**src/rtl/vim_pkg.sv**
```systemverilog
package vim_pkg;

  localparam int INSN_W = 32;
  localparam int PAT_W  = 64;
  localparam int VLEN   = 128;
  localparam int DST_W  = 5;

  typedef enum logic [1:0] {
    FORM_NONE,
    FORM_H16,
    FORM_W32,
    FORM_W32_ONES
  } imm_form_e;

  typedef struct packed {
    logic            hit;
    imm_form_e       form;
    logic            wide;
    logic [3:0]      mode;
    logic [7:0]      imm8;
    logic [DST_W-1:0] dst;
  } dec_t;

  // Classify the 4-bit mode field into an immediate form.
  function automatic imm_form_e classify_mode(input logic [3:0] m);
    imm_form_e f;
    f = FORM_NONE;
    if (m[3:2] == 2'b10 && !m[0])   f = FORM_H16;
    else if (!m[3] && !m[0])        f = FORM_W32;
    else if (m[3:1] == 3'b110)      f = FORM_W32_ONES;
    return f;
  endfunction

  // Build the 64-bit pattern (before inversion) for a form.
  function automatic logic [PAT_W-1:0] expand_pat(input imm_form_e f,
                                                  input logic [3:0] m,
                                                  input logic [7:0] v);
    logic [15:0] h;
    logic [31:0] w;
    logic [PAT_W-1:0] p;
    h = '0;
    w = '0;
    p = '0;
    case (f)
      FORM_H16: begin
        h = m[1] ? {v, 8'h00} : {8'h00, v};
        p = {4{h}};
      end
      FORM_W32: begin
        case (m[2:1])
          2'd0:    w = {24'h0, v};
          2'd1:    w = {16'h0, v, 8'h0};
          2'd2:    w = {8'h0, v, 16'h0};
          default: w = {v, 24'h0};
        endcase
        p = {2{w}};
      end
      FORM_W32_ONES: begin
        w = m[0] ? {8'h0, v, 16'hFFFF} : {16'h0, v, 8'hFF};
        p = {2{w}};
      end
      default: p = '0;
    endcase
    return p;
  endfunction

endpackage

```
**src/rtl/vim_decode.sv**
```systemverilog
module vim_decode
  import vim_pkg::*;
(
  input  logic [INSN_W-1:0] word,
  output dec_t              dec
);
  localparam logic [9:0] OPC_MID = 10'b0111100000;

  logic fixed_ok;
  imm_form_e form;

  assign fixed_ok = !word[31] && word[29] && (word[28:19] == OPC_MID)
                    && !word[11] && word[10];
  assign form = classify_mode(word[15:12]);

  always_comb begin
    dec.mode = word[15:12];
    dec.imm8 = {word[18:16], word[9:5]};
    dec.wide = word[30];
    dec.dst  = word[DST_W-1:0];
    dec.form = form;
    dec.hit  = fixed_ok && (form != FORM_NONE);
  end
endmodule

```
**src/rtl/vim_expand.sv**
```systemverilog
module vim_expand
  import vim_pkg::*;
#(
  parameter int OUT_W = VLEN
) (
  input  dec_t             dec,
  output logic [OUT_W-1:0] result
);
  localparam int LANES = OUT_W / PAT_W;

  logic [PAT_W-1:0] inv_pat;

  assign inv_pat = ~expand_pat(dec.form, dec.mode, dec.imm8);

  for (genvar l = 0; l < LANES; l++) begin : g_lane
    if (l == 0) begin : g_base
      assign result[PAT_W-1:0] = inv_pat;
    end else begin : g_upper
      assign result[l*PAT_W +: PAT_W] = dec.wide ? inv_pat : '0;
    end
  end
endmodule

```
**src/rtl/vim_regfile.sv**
```systemverilog
module vim_regfile #(
  parameter int DEPTH = 32,
  parameter int WIDTH = 128,
  localparam int AW   = $clog2(DEPTH)
) (
  input  logic             clk,
  input  logic             rst_n,
  input  logic             we,
  input  logic [AW-1:0]    waddr,
  input  logic [WIDTH-1:0] wdata,
  input  logic [AW-1:0]    raddr,
  output logic [WIDTH-1:0] rdata
);
  logic [WIDTH-1:0] mem [DEPTH];

  for (genvar i = 0; i < DEPTH; i++) begin : g_ent
    always_ff @(posedge clk) begin
      if (!rst_n)                            mem[i] <= '0;
      else if (we && (waddr == AW'(i)))      mem[i] <= wdata;
    end
  end

  assign rdata = mem[raddr];
endmodule

```
**src/rtl/vinv_imm_unit.sv**
```systemverilog
module vinv_imm_unit
  import vim_pkg::*;
#(
  parameter int NUM_REGS = 32,
  localparam int ADDR_W  = $clog2(NUM_REGS)
) (
  input  logic              clk,
  input  logic              rst_n,
  input  logic              insn_valid,
  input  logic [INSN_W-1:0] insn_word,
  input  logic [ADDR_W-1:0] rd_addr,
  output logic [VLEN-1:0]   rd_data,
  output logic              undef_flag
);
  dec_t              dec;
  logic              is_match;
  logic              wr_en;
  logic [ADDR_W-1:0] wr_idx;
  logic [VLEN-1:0]   wr_data;
  logic              undef_q;

  vim_decode u_dec (
    .word (insn_word),
    .dec  (dec)
  );

  vim_expand #(.OUT_W(VLEN)) u_exp (
    .dec    (dec),
    .result (wr_data)
  );

  assign is_match = dec.hit;
  assign wr_en    = insn_valid && is_match;
  assign wr_idx   = dec.dst[ADDR_W-1:0];

  vim_regfile #(.DEPTH(NUM_REGS), .WIDTH(VLEN)) u_rf (
    .clk   (clk),
    .rst_n (rst_n),
    .we    (wr_en),
    .waddr (wr_idx),
    .wdata (wr_data),
    .raddr (rd_addr),
    .rdata (rd_data)
  );

  always_ff @(posedge clk) begin
    if (!rst_n) undef_q <= 1'b0;
    else        undef_q <= insn_valid && !is_match;
  end

  assign undef_flag = undef_q;
endmodule

```
**config.mk**
```make
export PLATFORM = sky130hd
export DESIGN_NAME = vinv_imm_unit
export DESIGN_NICKNAME = d
export VERILOG_FILES = /design/src/rtl/vim_pkg.sv /design/src/rtl/vim_decode.sv /design/src/rtl/vim_expand.sv /design/src/rtl/vim_regfile.sv /design/src/rtl/vinv_imm_unit.sv
export SDC_FILE = /design/constraint.sdc
export NUM_CORES = 2
export LEC_CHECK = 0
export BUFFER_PORTS_ARGS = -buffer_cell sky130_fd_sc_hd__buf_2
export CAP_MARGIN = 10
export CORE_MARGIN = 1.5
export CORE_UTILIZATION = 35
export DETAILED_ROUTE_END_ITERATION = 6
export PLACE_DENSITY = 0.52
export SETUP_SLACK_MARGIN = 0.05
export SKIP_LAST_GASP = 1
export SYNTH_ARGS = -nofsm -noshare
export SYNTH_HDL_FRONTEND = slang
export SYNTH_SLANG_ARGS = --single-unit
```
**constraint.sdc**
```tcl
create_clock -name clk -period 9.38 [get_ports clk]
set_input_delay 0 -clock clk [delete_from_list [all_inputs] [get_ports clk]]
set_output_delay 0 -clock clk [all_outputs]
set_load 0.05 [all_outputs]
```
==> impl_metrics.tcl <==
set metrics [dict create \
    run_status "finished, final reports clean" \
    avgSynthCellArea_sq_um 14.8 \
    clkSinkCount 2049 \
    fp-row-count 183 \
    worst_ep_required_time_ns 9.38 \
    initial_utilization_pct 35.3 \
    tritoncts "built" \
    globalRouteTotalUtil_pct 23.2 \
    dp_hpwl_microns 163000 \
    ir_drop_uv 203 \
    yosysUniqueCellTypes 57 \
    grt-ovfl-total 0 \
    unrepaired_setup_endpoints_after_global_routing "no" \
    clk_path_buf_depth 3 \
    place.port_buffers 168 \
    io_pins 169 \
    cts_inserted_buffers 212 \
    timing.slew.headroom_pct 14.1 \
    dominantRegCellSynth "sky130_fd_sc_hd__edfxtp_1" \
    finish.utilization_pct 39.6 \
    clk_pin_slew_ns 0.06 \
    postSynthNetCount 5991 \
    global_route_wire_length_before_repair_microns 417000 \
    max_cap_violations 0 \
    final.period_utilization_pct 46.3 \
    die_span_in_x_microns 504 \
    die_area_sq_um 254000 \
    synthesized_netlist_cell_count 5951 \
    netlist_area_sq_um 88000 \
    design.final.nets 5888 \
    hold_crit_path_type "input port to register" \
    post-route-drc-count 0 \
    drt_iter0_drc 7500 \
    drt_first_pass_iters 6 \
    layout_cell_area_excl_fill_sq_um 98800 \
    cp-start-kind "input port" \
    routed_wl_microns 300000 \
    power_density_nw_per_um2 212 \
    ys_ff_latch 2049 \
    critical_path_arrival_ns 4.35 \
    pin_count_of_the_biggest_net_entering_global_routing 111 \
    area_delta_synth_final_pct 12.2 \
    ctsHoldBuffers 21 \
    finalHoldViolCount 0 \
    gpl.final_weighted_congestion 0.822 \
    multi_input_area_sq_um 23800 \
    core-area_sq_um 249000 \
    detailed_route_vias_per_instance 5.74 \
    power.leakage_nw 35.3 \
    async_flop_share_pct 0 \
    criticalPathCategory "input port to output port" \
    hold_ws_ns 0.0991 \
    die_height_microns 504 \
    htreeDepth 4 \
    fill_cells 22829 \
    cts_repair_resize_count 0 \
    crit_path_max_fanout 51 \
    fin_crit_ns 4.35 \
    totalPowerFinal_mw 20.9 \
    synth_seq_area_share_pct 69.9 \
    worst_tran_pin_value_ns 1.29 \
    area.sequential_sq_um 61500 \
    setup_viol 0 \
    grt_antenna_before_repair 13 \
    fin_tns_setup_ns 0 \
    synth-edff-count 2048 \
    yosys_warnings 0 \
    post_cts_buffers 0 \
    ant_nets 0 \
    placed_area_sq_um 91800 \
    first_global_vias 52898 \
    share_of_post_route_cells_with_drive_strength_above_1_pct 21.1 \
    detailroute.via_count 53737 \
    timing.final.max_slew_violations 0 \
    mostFrequentLayoutCell "sky130_fd_sc_hd__edfxtp_1" \
    fmax_mhz 230 \
    leading_cell_types_in_the_layout_fill_and_taps_excluded "sky130_fd_sc_hd__edfxtp_1, sky130_fd_sc_hd__nor2_1, sky130_fd_sc_hd__mux4_2, sky130_fd_sc_hd__clkbuf_16, sky130_fd_sc_hd__o22ai_1" \
    crit_path_end_kind "output port" \
    detail_route.wl_per_cell_microns 32.0 \
    clk_root_buffer_cell "sky130_fd_sc_hd__clkbuf_16" \
]
[cell type report]
cell class                      instances  share of cell area (%)
Timing Repair Buffer                  361                    2.50
Inverter                                3                  0.0114
Multi-Input combinational cell       3221                    24.1
Clock buffer                          279                    5.71
Antenna cell                            1                 0.00253
Sequential cell                      2049                    62.3
Clock inverter                        119                    1.13
Tap cell                             3330                    4.22
[synth_stat cells, drive strengths merged (2+ instances only)]
cell | count | area (sq um)
o221ai | 5 | 43.8
nor2 | 2018 | 7570
o22ai | 213 | 1340
or3b | 2 | 17.5
o22a | 4 | 35.0
edfxtp | 2048 | 61500
nand4 | 7 | 50.1
nand3b | 6 | 45.0
inv | 3 | 11.3
and3 | 2 | 12.5
a211oi | 11 | 82.6
mux2i | 7 | 70.1
nand2b | 25 | 156
a21oi | 8 | 43.8
o2bb2ai | 7 | 105
o21ai | 44 | 220
mux2 | 42 | 473
and2 | 19 | 119
a22oi | 22 | 165
or2 | 13 | 81.3
mux4 | 482 | 10900
clkbuf | 226 | 848
nand3 | 44 | 260
nor4 | 50 | 340
or3 | 2 | 12.5
nand2 | 54 | 225
nor2b | 20 | 125
a31oi | 3 | 18.8
buf | 452 | 2520
nor3 | 89 | 445
a221oi | 11 | 96.3
[registers in the layout, summed over array words and instances, names as in the netlist]
register / count
u_rf.mem: 2048
undef_flag: 1
[where the power goes]
part	leakage, nW	switching, mW	internal [mW]	total, mW
combinational	12.5	1.36	0.543	1.91
clock	3.26	3.69	4.67	8.37
sequential	19.4	0.123	10.5	10.6
total	35.3	5.18	15.7	20.9
[per-layer routing]
| layer | track usage (%) | vias up | routed length (microns) |
|---|---|---|---|
| met1 | 31.5 | 28585 | 120000 |
| li1 | - | 21722 | - |
| met2 | 37.4 | 2955 | 142000 |
| met5 | 0 | - | 55 |
| met3 | 4.99 | 467 | 29400 |
| met4 | 6.37 | 8 | 8360 |
[per-stage QoR]
stage | setup slack [ns] | instances
2_1_floorplan | 3.08 | 5951
3_3_place_gp | 5.05 | 8942
3_5_place_dp | 5.07 | 8942
4_1_cts | 5.07 | 9361
5_1_grt | 4.98 | 9363
6_report | 5.03 | 9363
[cells by family after synthesis]
| family | after synthesis | synth area share [%] |
|---|---|---|
| flip-flops | 2049 | 69.9 |
| buffers and inverters | 681 | 3.84 |
| AND/OR/NAND/NOR | 2356 | 10.8 |
| XOR/XNOR | 1 | 0.00995 |
| AO/OA/AOI/OAI | 333 | 2.49 |
| multiplexers | 531 | 13.0 |
[final timing paths]
kind  cells past startpoint  slack (ns)                              end  startpoint
max                       7        5.03                     rd_data[108]  rd_addr[1]
min                       3         0.1  u_rf.mem[25][114]$_SDFFCE_PN0P_       rst_n
[critical path, stage by stage]
cell and delay [ns]:
sky130_fd_sc_hd__buf_6 0.52, sky130_fd_sc_hd__buf_4 0.68, sky130_fd_sc_hd__nand2b_2 0.58, sky130_fd_sc_hd__buf_4 0.61
sky130_fd_sc_hd__o22ai_1 0.40, sky130_fd_sc_hd__nor4_1 0.98, sky130_fd_sc_hd__buf_2 0.42
Note: power is estimated with default switching activity, not from simulation.
